[config.mk]
export PLATFORM = sky130hd
export DESIGN_NAME = cal_seq_ctrl
export DESIGN_NICKNAME = d
export VERILOG_FILES = /design/src/rtl/cal_seq_pkg.sv /design/src/rtl/cal_pin_sync.sv /design/src/rtl/cal_phase_timer.sv /design/src/rtl/cal_seq_fsm.sv /design/src/rtl/cal_seq_ctrl.sv
export SDC_FILE = /design/constraint.sdc
export NUM_CORES = 1
export LEC_CHECK = 0
export ABC_AREA = 0
export BUFFER_PORTS_ARGS = -buffer_cell sky130_fd_sc_hd__buf_2
export CAP_MARGIN = 10
export CORE_MARGIN = 10
export CORE_UTILIZATION = 47
export CTS_BUF_LIST = sky130_fd_sc_hd__clkbuf_16
export DETAILED_ROUTE_END_ITERATION = 7
export GPL_TIMING_DRIVEN = 0
export PLACE_DENSITY_LB_ADDON = 0.08
export SYNTH_ARGS = -nofsm -noshare
export SYNTH_HDL_FRONTEND = slang
export SYNTH_HIERARCHICAL = 1
export SYNTH_SLANG_ARGS = --single-unit
[constraint.sdc]
create_clock -name clk_i -period 4 [get_ports clk_i]
set_input_delay 0.2 -clock clk_i [delete_from_list [all_inputs] [get_ports clk_i]]
set_output_delay 0.2 -clock clk_i [all_outputs]
set_load 0.03 [all_outputs]
[src/rtl/cal_seq_pkg.sv]
`timescale 1ns/1ps
package cal_seq_pkg;

  typedef enum logic [1:0] {
    MODE_FULL     = 2'b00,
    MODE_GAIN_OFS = 2'b01,
    MODE_GAIN     = 2'b10,
    MODE_OFS      = 2'b11
  } cal_mode_e;

  typedef enum logic [2:0] {
    ST_IDLE,
    ST_DAC,
    ST_GAIN,
    ST_WAIT,
    ST_OFS
  } cal_state_e;

  typedef struct packed {
    logic dac;
    logic gain;
    logic ofs;
  } cal_strobe_t;

endpackage

[src/rtl/cal_pin_sync.sv]
`timescale 1ns/1ps
module cal_pin_sync #(
  parameter int unsigned STAGES  = 2,
  parameter bit          RST_VAL = 1'b0
) (
  input  logic clk_i,
  input  logic rst_ni,
  input  logic pin_i,
  output logic rise_o,
  output logic fall_o
);

  logic [STAGES-1:0] sync_q;
  logic              prev_q;

  generate
    if (STAGES == 1) begin : g_single
      always_ff @(posedge clk_i or negedge rst_ni) begin
        if (!rst_ni) sync_q <= RST_VAL;
        else         sync_q <= pin_i;
      end
    end else begin : g_chain
      always_ff @(posedge clk_i or negedge rst_ni) begin
        if (!rst_ni) sync_q <= {STAGES{RST_VAL}};
        else         sync_q <= {sync_q[STAGES-2:0], pin_i};
      end
    end
  endgenerate

  always_ff @(posedge clk_i or negedge rst_ni) begin
    if (!rst_ni) prev_q <= RST_VAL;
    else         prev_q <= sync_q[STAGES-1];
  end

  assign rise_o = sync_q[STAGES-1] & ~prev_q;
  assign fall_o = ~sync_q[STAGES-1] & prev_q;

endmodule

[src/rtl/cal_phase_timer.sv]
`timescale 1ns/1ps
module cal_phase_timer #(
  parameter int unsigned CNT_W = 8
) (
  input  logic             clk_i,
  input  logic             rst_ni,
  input  logic             load_i,
  input  logic [CNT_W-1:0] load_val_i,
  output logic             done_o
);

  logic [CNT_W-1:0] cnt_q;

  always_ff @(posedge clk_i or negedge rst_ni) begin
    if (!rst_ni)             cnt_q <= '0;
    else if (load_i)         cnt_q <= load_val_i;
    else if (cnt_q != '0)    cnt_q <= cnt_q - 1'b1;
  end

  assign done_o = (cnt_q == '0);

endmodule

[src/rtl/cal_seq_fsm.sv]
`timescale 1ns/1ps
module cal_seq_fsm
  import cal_seq_pkg::*;
#(
  parameter int unsigned DAC_CYCLES  = 4,
  parameter int unsigned GAIN_CYCLES = 4,
  parameter int unsigned OFS_CYCLES  = 4,
  parameter int unsigned CNT_W       = 8
) (
  input  logic             clk_i,
  input  logic             rst_ni,
  input  logic             start_i,
  input  cal_mode_e        mode_i,
  input  logic             bipolar_i,
  input  logic             convst_rise_i,
  input  logic             abort_i,
  input  logic             tmr_done_i,
  output logic             tmr_load_o,
  output logic [CNT_W-1:0] tmr_val_o,
  output logic             busy_o,
  output cal_strobe_t      stb_o,
  output logic             rst_pulse_o,
  output logic             midscale_o
);

  localparam logic [CNT_W-1:0] DAC_LD  = CNT_W'(DAC_CYCLES - 1);
  localparam logic [CNT_W-1:0] GAIN_LD = CNT_W'(GAIN_CYCLES - 1);
  localparam logic [CNT_W-1:0] OFS_LD  = CNT_W'(OFS_CYCLES - 1);

  cal_state_e  st_q, st_n;
  cal_mode_e   mode_q;
  cal_strobe_t stb_q, stb_n;
  logic        rst_q;
  logic        midscale_q;
  logic        accept;

  assign accept = !abort_i && start_i && (st_q == ST_IDLE || st_q == ST_WAIT);

  always_comb begin
    st_n       = st_q;
    tmr_load_o = 1'b0;
    tmr_val_o  = '0;
    stb_n      = '0;
    if (abort_i) begin
      st_n = ST_IDLE;
    end else begin
      unique case (st_q)
        ST_IDLE, ST_WAIT: begin
          if (start_i) begin
            tmr_load_o = 1'b1;
            unique case (mode_i)
              MODE_FULL: begin
                st_n = ST_DAC;  tmr_val_o = DAC_LD;  stb_n.dac = 1'b1;
              end
              MODE_GAIN_OFS, MODE_GAIN: begin
                st_n = ST_GAIN; tmr_val_o = GAIN_LD; stb_n.gain = 1'b1;
              end
              default: begin
                st_n = ST_OFS;  tmr_val_o = OFS_LD;  stb_n.ofs = 1'b1;
              end
            endcase
          end else if (st_q == ST_WAIT && convst_rise_i) begin
            st_n = ST_OFS; tmr_load_o = 1'b1; tmr_val_o = OFS_LD; stb_n.ofs = 1'b1;
          end
        end
        ST_DAC: begin
          if (tmr_done_i) begin
            st_n = ST_GAIN; tmr_load_o = 1'b1; tmr_val_o = GAIN_LD; stb_n.gain = 1'b1;
          end
        end
        ST_GAIN: begin
          if (tmr_done_i) st_n = (mode_q == MODE_GAIN) ? ST_IDLE : ST_WAIT;
        end
        ST_OFS: begin
          if (tmr_done_i) st_n = ST_IDLE;
        end
        default: st_n = ST_IDLE;
      endcase
    end
  end

  always_ff @(posedge clk_i or negedge rst_ni) begin
    if (!rst_ni) begin
      st_q       <= ST_IDLE;
      mode_q     <= MODE_FULL;
      stb_q      <= '0;
      rst_q      <= 1'b0;
      midscale_q <= 1'b0;
    end else begin
      st_q  <= st_n;
      stb_q <= stb_n;
      rst_q <= abort_i;
      if (accept) begin
        mode_q     <= mode_i;
        midscale_q <= bipolar_i;
      end
    end
  end

  assign busy_o      = (st_q == ST_DAC) || (st_q == ST_GAIN) || (st_q == ST_OFS);
  assign stb_o       = stb_q;
  assign rst_pulse_o = rst_q;
  assign midscale_o  = midscale_q;

endmodule

[src/rtl/cal_seq_ctrl.sv]
`timescale 1ns/1ps
module cal_seq_ctrl
  import cal_seq_pkg::*;
#(
  parameter int unsigned DAC_CYCLES  = 97215,
  parameter int unsigned GAIN_CYCLES = 13899,
  parameter int unsigned OFS_CYCLES  = 13899,
  parameter int unsigned SYNC_STAGES = 2
) (
  input  logic       clk_i,
  input  logic       rst_ni,
  input  logic       cal_pin_i,
  input  logic       convst_pin_i,
  input  logic       sw_start_i,
  input  logic [1:0] cal_type_i,
  input  logic       bipolar_i,
  output logic       busy_o,
  output logic       dac_cal_start_o,
  output logic       gain_cal_start_o,
  output logic       ofs_cal_start_o,
  output logic       cal_reset_o,
  output logic       ofs_midscale_o
);

  localparam int unsigned MAX_A   = (DAC_CYCLES > GAIN_CYCLES) ? DAC_CYCLES : GAIN_CYCLES;
  localparam int unsigned MAX_CYC = (MAX_A > OFS_CYCLES) ? MAX_A : OFS_CYCLES;
  localparam int unsigned CNT_W   = $clog2(MAX_CYC + 1);

  logic             cal_rise, cal_fall;
  logic             cv_rise, cv_fall_unused;
  logic             tmr_load, tmr_done;
  logic [CNT_W-1:0] tmr_val;
  cal_strobe_t      stb;

  cal_pin_sync #(.STAGES(SYNC_STAGES), .RST_VAL(1'b1)) u_cal_sync (
    .clk_i  (clk_i),
    .rst_ni (rst_ni),
    .pin_i  (cal_pin_i),
    .rise_o (cal_rise),
    .fall_o (cal_fall)
  );

  cal_pin_sync #(.STAGES(SYNC_STAGES), .RST_VAL(1'b0)) u_cv_sync (
    .clk_i  (clk_i),
    .rst_ni (rst_ni),
    .pin_i  (convst_pin_i),
    .rise_o (cv_rise),
    .fall_o (cv_fall_unused)
  );

  cal_phase_timer #(.CNT_W(CNT_W)) u_timer (
    .clk_i      (clk_i),
    .rst_ni     (rst_ni),
    .load_i     (tmr_load),
    .load_val_i (tmr_val),
    .done_o     (tmr_done)
  );

  cal_seq_fsm #(
    .DAC_CYCLES  (DAC_CYCLES),
    .GAIN_CYCLES (GAIN_CYCLES),
    .OFS_CYCLES  (OFS_CYCLES),
    .CNT_W       (CNT_W)
  ) u_fsm (
    .clk_i         (clk_i),
    .rst_ni        (rst_ni),
    .start_i       (cal_rise | sw_start_i),
    .mode_i        (cal_mode_e'(cal_type_i)),
    .bipolar_i     (bipolar_i),
    .convst_rise_i (cv_rise),
    .abort_i       (cal_fall),
    .tmr_done_i    (tmr_done),
    .tmr_load_o    (tmr_load),
    .tmr_val_o     (tmr_val),
    .busy_o        (busy_o),
    .stb_o         (stb),
    .rst_pulse_o   (cal_reset_o),
    .midscale_o    (ofs_midscale_o)
  );

  assign dac_cal_start_o  = stb.dac;
  assign gain_cal_start_o = stb.gain;
  assign ofs_cal_start_o  = stb.ofs;

endmodule

==> impl_metrics.env, run 1 <==
export IMPL_vias=1485
export IMPL_syn_to_final_growth_pct=15.17
export IMPL_grt_overflow=0
export IMPL_layout_nets=235
export IMPL_drive_above_1_share=0.2466
export IMPL_irDropWorstVdd_uv=394.2
export IMPL_power_density_nw_per_um2=775.6
export IMPL_hold_violations=30
export IMPL_synth_cells=201
export IMPL_multi_input_area_um2=959.7
export IMPL_final_util=0.5605
export IMPL_yosysWarnings=6
export IMPL_diodes=0
export IMPL_rr_endpoint="u_timer/cnt_q[10]"
export IMPL_die_height_um=84.36
export IMPL_antenna_left=0
export IMPL_tightest_slew_ns=0.7274
export IMPL_cp_arrival_ns=3.84
export IMPL_drc_errors=0
export IMPL_fin_crit_sh=0.9149
export IMPL_place_area_um2=2078
export IMPL_clk_latency_ns=0.27
export IMPL_critical_path_class="reg -> reg"
export IMPL_total_leakage_power_nw=0.9976
export IMPL_die_area_um2=7117
export IMPL_crit_path_start="u_timer/cnt_q[0]"
export IMPL_cap_violations=0
export IMPL_cp_data_required_time_ns=4.18
export IMPL_rsz0062_at_grt="no"
export IMPL_clockBufferDepth=2
export IMPL_drtPass1Iterations=4
export IMPL_ctsHoldBuffers=0
export IMPL_worst_r2r_cell_count=13
export IMPL_min_period_ns=3.660
export IMPL_final_cells=273
export IMPL_grt_usage=0.1221
export IMPL_fillCellCount=344
export IMPL_skew_ns=0.002201
export IMPL_avgSynthCellArea_um2=9.686
export IMPL_root_buffer="clkbuf_16"
export IMPL_clkTransAtPathRegs_ns=0.05
export IMPL_cts_made_buffers=5
export IMPL_core_area_um2=4000
export IMPL_grt_max_degree=34
export IMPL_violations="negative hold slack"
export IMPL_dp_hpwl_mm=2.855
export IMPL_fin_setup_tns_ns=0
export IMPL_crit_path_start_kind="flip-flop"
export IMPL_endpoint_kind="flip-flop"
export IMPL_grt_pass1_vias=1561
export IMPL_vias_per_cell=5.440
export IMPL_holdWs_ns=-0.01588
export IMPL_dr_first_iter_drc_count=123
export IMPL_holdCritPathClass="in -> async"
export IMPL_stdcell_area_um2=2242
export IMPL_start_util=0.4867
export IMPL_grt_pass1_wl_mm=7.189
export IMPL_io_buffers=13
export IMPL_layout_common_cells="dfrtp_1 (30), nand2_1 (21), buf_2 (17)"
export IMPL_gp_congestion=0.8823
export IMPL_post_drt_wl_per_cell_um=14.90
export IMPL_dp_cells=265
export IMPL_syn_cell_area_um2=1947
export IMPL_slew_headroom=0.5151
export IMPL_cts_tree="yes"
export IMPL_rows=23
export IMPL_ios=14
export IMPL_status="finished, violations left"
export IMPL_die_w_um=84.36
export IMPL_register_area_um2=829.5
export IMPL_fmax_mhz=273.2
export IMPL_htreeDepth=2
export IMPL_clock_sinks=33
export IMPL_ff2ff_setup_slack_ns=0.34
export IMPL_layout_commonest_cell="dfrtp_1"
export IMPL_wl_mm=4.069
export IMPL_slew_violations=0
export IMPL_antenna_found_initial=0
export IMPL_critPathMaxFanout=12
export IMPL_worstReg2RegStart="u_timer/cnt_q[0]"
export IMPL_setup_viol=0
==> layout make-up <==
class                           instances  area share
Tap cell                               50     0.02790
Clock inverter                          3    0.005022
Inverter                                7     0.01172
Timing Repair Buffer                   13     0.02902
Sequential cell                        33      0.3700
Multi-Input combinational cell        138      0.4280
Buffer                                 24     0.07254
Clock buffer                            5     0.05580
==> through the flow <==
step	power [mW]	setup WS, ns	hold slack [ns]
floorplan	1.177	0.7505	-0.09559
global placement	1.334	-0.2658	0.2941
detailed placement	1.358	-0.3089	0.3062
CTS	1.730	0.04752	0.01555
global route	1.878	0.01894	0.02249
finish	1.739	0.3402	-0.01588
==> how the worst max path moves through the flow <==
stage | to | slack (ns) | cells after the start
floorplan | u_timer/cnt_q[11] | 0.75 | 12
finish | u_timer/cnt_q[10] | 0.34 | 13
global route | u_timer/cnt_q[10] | 0.02 | 13
CTS | u_timer/cnt_q[5] | 0.05 | 12
global placement | u_timer/cnt_q[12] | -0.27 | 12
detailed placement | u_timer/cnt_q[14] | -0.31 | 12
==> report_power, final <==
part / switching (mW) / internal, mW
registers: 0.110 / 0.450
logic: 0.459 / 0.367
clock network: 0.129 / 0.223
total: 0.698 / 1.04
==> state kept, by name, indices dropped and copies added, names as in the netlist <==
name               count
u_cal_sync/prev_q      1
u_cal_sync/sync_q      2
u_cv_sync/prev_q       1
u_cv_sync/sync_q       2
u_fsm/midscale_o       1
u_fsm/mode_q           2
u_fsm/rst_pulse_o      1
u_fsm/st_q             3
u_fsm/stb_o            3
u_timer/cnt_q         17
==> worst max-delay path, cell delays in order, from the launching register on <==
cell	delay, ns
dfrtp_1	0.39
inv_1	0.09
ha_1	0.24
nor4b_4	0.33
nand2b_1	0.16
nor3_2	0.26
buf_2	0.33
nor2_1	0.08
a2111oi_0	0.42
nor2b_2	0.42
clkbuf_1	0.34
clkbuf_2	0.32
nand2_1	0.11
o31ai_2	0.07
==> repair_timing <==
| action | 4_1_cts | 5_1_grt |
|---|---|---|
| buffers inserted | 0 | 0 |
| gates cloned | 0 | 0 |
| gates resized for setup | 2 | 8 |
| setup endpoints to repair | 17 | 16 |
| endpoints found under the hold margin | 0 | 0 |
==> layer usage <==
metal  vias up  track usage  part of all wire  wire, um
li1        732            -                 -         -
met3         9      0.03671             0.033       133
met5         -            0                 0         0
met1       708       0.1282              0.43      1763
met2        36       0.2102              0.51      2066
met4         0      0.07335             0.026       106
(Power assumes the default switching activity.)
==> inputs of run 2 (changes only) <==
--- a/config.mk
+++ b/config.mk
@@ -9,7 +9,7 @@
 export BUFFER_PORTS_ARGS = -buffer_cell sky130_fd_sc_hd__buf_2
 export CAP_MARGIN = 10
 export CORE_MARGIN = 10
-export CORE_UTILIZATION = 47
+export CORE_UTILIZATION = 59
 export CTS_BUF_LIST = sky130_fd_sc_hd__clkbuf_16
 export DETAILED_ROUTE_END_ITERATION = 7
 export GPL_TIMING_DRIVEN = 0
==> impl_metrics.env, run 2 (synthesis results as in run 1) <==
export IMPL_cts_made_buffers=5
export IMPL_die_area_um2=5998
export IMPL_register_area_um2=829.5
export IMPL_clk_latency_ns=0.28
export IMPL_tightest_slew_ns=0.7334
export IMPL_holdCritPathClass="in -> async"
export IMPL_finalPower_mw=1.757
export IMPL_rsz0062_at_grt="no"
export IMPL_critical_path_class="reg -> reg"
export IMPL_cp_arrival_ns=3.78
export IMPL_pwr_share_clk=0.203
export IMPL_final_util=0.7206
export IMPL_seqPwrFrac=0.319
export IMPL_crit_path_start="u_timer/cnt_q[13]"
export IMPL_total_leakage_power_nw=0.9911
export IMPL_multi_input_area_um2=959.7
export IMPL_grt_max_degree=34
export IMPL_start_util=0.6274
export IMPL_status="finished, violations left"
export IMPL_drive_above_1_share=0.2466
export IMPL_stdcell_area_um2=2236
export IMPL_sw_frac_of_total=0.4056
export IMPL_gp_congestion=0.8600
export IMPL_holdWs_ns=-0.01455
export IMPL_ios=14
export IMPL_path_depth=11
export IMPL_cp_top_family="simple AND/OR/NAND/NOR gates"
export IMPL_cp_data_required_time_ns=4.16
export IMPL_power_internal_mw=1.044
export IMPL_dp_cells=259
export IMPL_clock_sinks=33
export IMPL_grt_pass1_vias=1571
export IMPL_irDropWorstVdd_uv=418.9
export IMPL_diodes=0
export IMPL_combPwrFrac=0.479
export IMPL_cpPeakStageDelay_ns=0.52
export IMPL_wl_mm=4.180
export IMPL_path_cells="nor4_1 > nand2b_1 > nor3_2 > buf_2 > nor2_1 > a2111oi_1 > nor2b_4 > clkbuf_1 > clkbuf_2 > nand2_1 > o31ai_1"
export IMPL_cpMaxStageDelayCell="nor4_1"
export IMPL_vias_per_cell=5.663
export IMPL_largest_reg_flops=17
export IMPL_drc_errors=0
export IMPL_dr_first_iter_drc_count=110
export IMPL_slew_violations=0
export IMPL_setup_viol=0
export IMPL_worst_r2r_cell_count=11
export IMPL_wl_met1_mm=1.683
export IMPL_met2_length_mm=2.214
export IMPL_vias=1512
export IMPL_wl_met3_um=194
export IMPL_rows=20
export IMPL_root_buffer="clkbuf_16"
export IMPL_layout_commonest_cell="dfrtp_1"
export IMPL_slew_headroom=0.5111
export IMPL_cts_tree="yes"
export IMPL_layout_common_cells="dfrtp_1 (30), nand2_1 (21), buf_2 (17)"
export IMPL_clkTransAtPathRegs_ns=0.05
export IMPL_ff2ff_setup_slack_ns=0.38
export IMPL_min_period_ns=3.625
export IMPL_skew_ns=0.005755
export IMPL_crit_path_start_kind="flip-flop"
export IMPL_antenna_left=0
export IMPL_top_layer="met4"
export IMPL_top_register="u_timer/cnt_q"
export IMPL_clockBufferDepth=2
export IMPL_crit_buf_inv=3
export IMPL_hold_violations=22
export IMPL_htreeDepth=2
export IMPL_grt_overflow=0
export IMPL_post_drt_wl_per_cell_um=15.66
export IMPL_grt_pass1_wl_mm=7.003
export IMPL_fillCellCount=264
export IMPL_critPathMaxFanout=12
export IMPL_grt_usage=0.1430
export IMPL_die_w_um=77.45
export IMPL_antenna_found_initial=0
export IMPL_syn_to_final_growth_pct=14.85
export IMPL_fin_crit_sh=0.9062
export IMPL_worstReg2RegStart="u_timer/cnt_q[13]"
export IMPL_violations="negative hold slack"
export IMPL_place_area_um2=2071
export IMPL_drtPass1Iterations=4
export IMPL_rr_endpoint="u_timer/cnt_q[11]"
export IMPL_endpoint_kind="flip-flop"
export IMPL_layout_nets=235
export IMPL_crit_end="u_timer/cnt_q[11]"
export IMPL_cap_violations=0
export IMPL_p_sw_mw=0.7125
export IMPL_power_density_nw_per_um2=785.7
export IMPL_core_area_um2=3103
export IMPL_dp_hpwl_mm=2.914
export IMPL_fmax_mhz=275.9
export IMPL_final_cells=267
export IMPL_io_buffers=13
export IMPL_die_height_um=77.45
run 2: cell count changes in the layout (fill, tap and decap cells not counted):
cell and change:
nor4_2 -1, inv_1 -3, nor4_1 +1, nor2b_2 -1, clkinv_1 +2, a2111oi_1 +1, a2111oi_0 -1, clkinv_2 +1
nor2b_4 +1
run 2: stage by stage:
step	hold slack (ns)	TNS (ns)	setup slack (ns)
floorplan	-0.09559	0	0.7505
global placement	0.2872	-2.540	-0.1802
detailed placement	0.3065	-3.518	-0.2421
CTS	0.01736	0	0.04986
global route	0.01059	0	0.07231
finish	-0.01455	0	0.3752
run 2: worst min-delay path by stage:
stage	startpoint	to	slack, ns	depth (start not counted)
floorplan	rst_ni	u_cv_sync/prev_q	-0.1	0
global placement	rst_ni	u_timer/cnt_q[14]	0.29	1
detailed placement	rst_ni	u_timer/cnt_q[13]	0.31	1
CTS	rst_ni	u_fsm/rst_pulse_o	0.02	1
global route	cal_pin_i	u_cal_sync/sync_q[0]	0.01	1
finish	rst_ni	u_timer/cnt_q[14]	-0.01	1
run 2: layout make-up:
| type | instances | area share |
|---|---|---|
| buffer | 24 | 0.07275 |
| clock buffer | 5 | 0.05596 |
| clock inverter | 3 | 0.005596 |
| inverter | 7 | 0.01175 |
| multi-input combinational | 138 | 0.4292 |
| sequential | 33 | 0.3710 |
| tap | 44 | 0.02462 |
| timing repair buffer | 13 | 0.02910 |
run 2: per-layer routing:
metal  GRT usage  vias to the layer above
met5           0                        -
met4     0.08029                        0
met3     0.04147                       10
met2      0.2575                       37
met1      0.1448                      732
li1            -                      733
run 2: power by group through the flow:
stage          sequential [mW]  combinational, mW  clock (mW)
6_report                 0.560              0.841       0.356
5_1_grt                  0.574              0.919       0.377
4_1_cts                  0.554              0.823       0.360
3_5_place_dp             0.553              0.807           0
3_3_place_gp             0.546              0.778           0
2_1_floorplan            0.552              0.625           0
run 2: timing repair:
action / in CTS / in global routing
setup endpoints to repair: 16 / 16
endpoints found under the hold margin: 0 / 0
gates resized for setup: 2 / 9
buffers inserted: 0 / 0
cloned: 0 / 0
hold buffers: 0 / 0
run 2: worst reg2reg max path, stage by stage (launching register included):
cell       delay [ns]
dfrtp_1          0.41
nor4_1           0.52
nand2b_1         0.22
nor3_2           0.34
buf_2            0.33
nor2_1           0.08
a2111oi_1        0.43
nor2b_4          0.32
clkbuf_1         0.32
clkbuf_2         0.31
nand2_1          0.12
o31ai_1          0.11
==> inputs of run 3 (changes only) <==
--- a/config.mk
+++ b/config.mk
@@ -5,11 +5,11 @@
 export SDC_FILE = /design/constraint.sdc
 export NUM_CORES = 1
 export LEC_CHECK = 0
-export ABC_AREA = 0
+export ABC_AREA = 1
 export BUFFER_PORTS_ARGS = -buffer_cell sky130_fd_sc_hd__buf_2
 export CAP_MARGIN = 10
 export CORE_MARGIN = 10
-export CORE_UTILIZATION = 59
+export CORE_UTILIZATION = 60
 export CTS_BUF_LIST = sky130_fd_sc_hd__clkbuf_16
 export DETAILED_ROUTE_END_ITERATION = 7
 export GPL_TIMING_DRIVEN = 0
==> impl_metrics.env, run 3 <==
export IMPL_syn_to_final_growth_pct=12.56
export IMPL_die_area_um2=6293
export IMPL_power_density_nw_per_um2=739.6
export IMPL_fin_crit_sh=0.8104
export IMPL_endpoint_kind="flip-flop"
export IMPL_wl_mm=4.181
export IMPL_gp_congestion=0.8690
export IMPL_die_height_um=79.33
export IMPL_grt_pass1_wl_mm=7.024
export IMPL_ctsResizeCount=0
export IMPL_irDropWorstVdd_uv=527.8
export IMPL_grt_usage=0.1384
export IMPL_ios=14
export IMPL_holdCritPathClass="in -> async"
export IMPL_clockBufferDepth=2
export IMPL_cpMostUsedCell="inv_1"
export IMPL_skew_ns=0.002920
export IMPL_start_util=0.6280
export IMPL_layout_common_cells="nand2_1 (73), inv_1 (36), nor2_1 (31)"
export IMPL_cts_tree="yes"
export IMPL_multi_input_area_um2=989.7
export IMPL_register_area_um2=829.5
export IMPL_cpMaxStageDelayCell="a21oi_1"
export IMPL_vias=1706
export IMPL_ctsHoldBuffers=0
export IMPL_yosysWarnings=6
export IMPL_hold_violations=30
export IMPL_drc_errors=0
export IMPL_layout_commonest_cell="nand2_1"
export IMPL_drtPass1Iterations=4
export IMPL_syn_cell_area_um2=2112
export IMPL_root_buffer="clkbuf_16"
export IMPL_tightest_slew_ns=0.7589
export IMPL_vias_per_cell=4.888
export IMPL_critPathMaxFanout=10
export IMPL_grt_overflow=0
export IMPL_largest_reg_flops=17
export IMPL_dp_hpwl_mm=3.002
export IMPL_cap_violations=0
export IMPL_post_cts_buffers=0
export IMPL_fin_setup_tns_ns=0
export IMPL_io_buffers=13
export IMPL_htreeDepth=2
export IMPL_cp_top_family="simple AND/OR/NAND/NOR gates"
export IMPL_setup_viol=0
export IMPL_clkTransAtPathRegs_ns=0.05
export IMPL_rows=21
export IMPL_post_drt_wl_per_cell_um=11.98
export IMPL_slew_headroom=0.4940
export IMPL_core_area_um2=3363
export IMPL_top_register="u_timer/cnt_q"
export IMPL_cpPeakStageDelay_ns=0.62
export IMPL_min_period_ns=3.242
export IMPL_grt_busiest_layer="met2"
export IMPL_critical_path_class="reg -> reg"
export IMPL_grt_max_degree=34
export IMPL_crit_path_start_kind="flip-flop"
export IMPL_violations="negative hold slack"
export IMPL_antenna_left=0
export IMPL_synth_cells=281
export IMPL_path_cells="inv_1 > ha_1 > nand2_2 > nor2_4 > nand3_1 > nor3_1 > inv_1 > nor2_1 > inv_1 > a21oi_1 > inv_1 > nand4_4 > clkinv_4 > buf_12 > a21oi_2"
export IMPL_antenna_found_initial=0
export IMPL_die_w_um=79.33
export IMPL_dr_first_iter_drc_count=135
export IMPL_fmax_mhz=308.5
export IMPL_status="finished, violations left"
export IMPL_layout_nets=315
export IMPL_rsz0062_at_grt="no"
export IMPL_met3_usage=0.03153
export IMPL_cts_made_buffers=5
export IMPL_fillCellCount=296
export IMPL_clk_latency_ns=0.27
export IMPL_cp_arrival_ns=3.44
export IMPL_slew_violations=0
export IMPL_use_met2=0.2145
export IMPL_drive_above_1_share=0.2376
export IMPL_holdWs_ns=-0.01479
export IMPL_avgSynthCellArea_um2=7.516
export IMPL_diodes=0
export IMPL_grt_use_met1=0.1843
export IMPL_clock_sinks=33
export IMPL_crit_buf_inv=6
export IMPL_total_leakage_power_nw=1.228
export IMPL_cp_data_required_time_ns=4.20
export IMPL_grt_pass1_vias=1570
[run 3: per-stage QoR]
step	worst slack [ns]	cell area, um2	instances	total power [mW]	util
finish	0.7582	2377	349	1.758	0.7068
global route	0.3963	2377	349	1.919	0.7068
CTS	0.7636	2377	349	1.763	0.7068
detailed placement	0.8252	2238	341	1.396	0.6656
global placement	0.8304	2238	341	1.377	0.6656
floorplan	1.439	2116	282	1.227	-
[run 3: worst paths after layout]
kind | startpoint | depth (start not counted) | slack [ns] | endpoint
max in group asynchronous | rst_ni | 1 | 3.56 | u_cv_sync/sync_q[0]
min in group clk_i | cal_pin_i | 1 | 0.02 | u_cal_sync/sync_q[0]
worst min register to register | u_cv_sync/sync_q[0] | 0 | 0.35 | u_cv_sync/sync_q[1]
worst min-delay path | rst_ni | 1 | -0.01 | u_fsm/st_q[2]
worst max-delay path | u_timer/cnt_q[0] | 15 | 0.76 | u_timer/cnt_q[2]
worst max register to register | u_timer/cnt_q[0] | 15 | 0.76 | u_timer/cnt_q[2]
[run 3: final cells by class]
class | instances | share of cell area
buffer | 19 | 0.06105
clock buffer | 5 | 0.05263
clock inverter | 3 | 0.005789
inverter | 39 | 0.06368
multi-input combinational | 191 | 0.4163
sequential | 33 | 0.3489
tap | 46 | 0.02421
timing repair buffer | 13 | 0.02737
[run 3: metal layers]
layer / wire length [um] / up-vias
met2: 1801 / 33
met4: 22 / 0
met3: 173 / 2
li1: - / 907
met5: 0 / -
met1: 2184 / 764
[run 3: report_power, final]
part	internal [mW]	switching [mW]	total (mW)
Clock	0.225	0.130	0.355
Sequential	0.446	0.0959	0.542
Combinational	0.320	0.541	0.861
Total	0.991	0.767	1.76
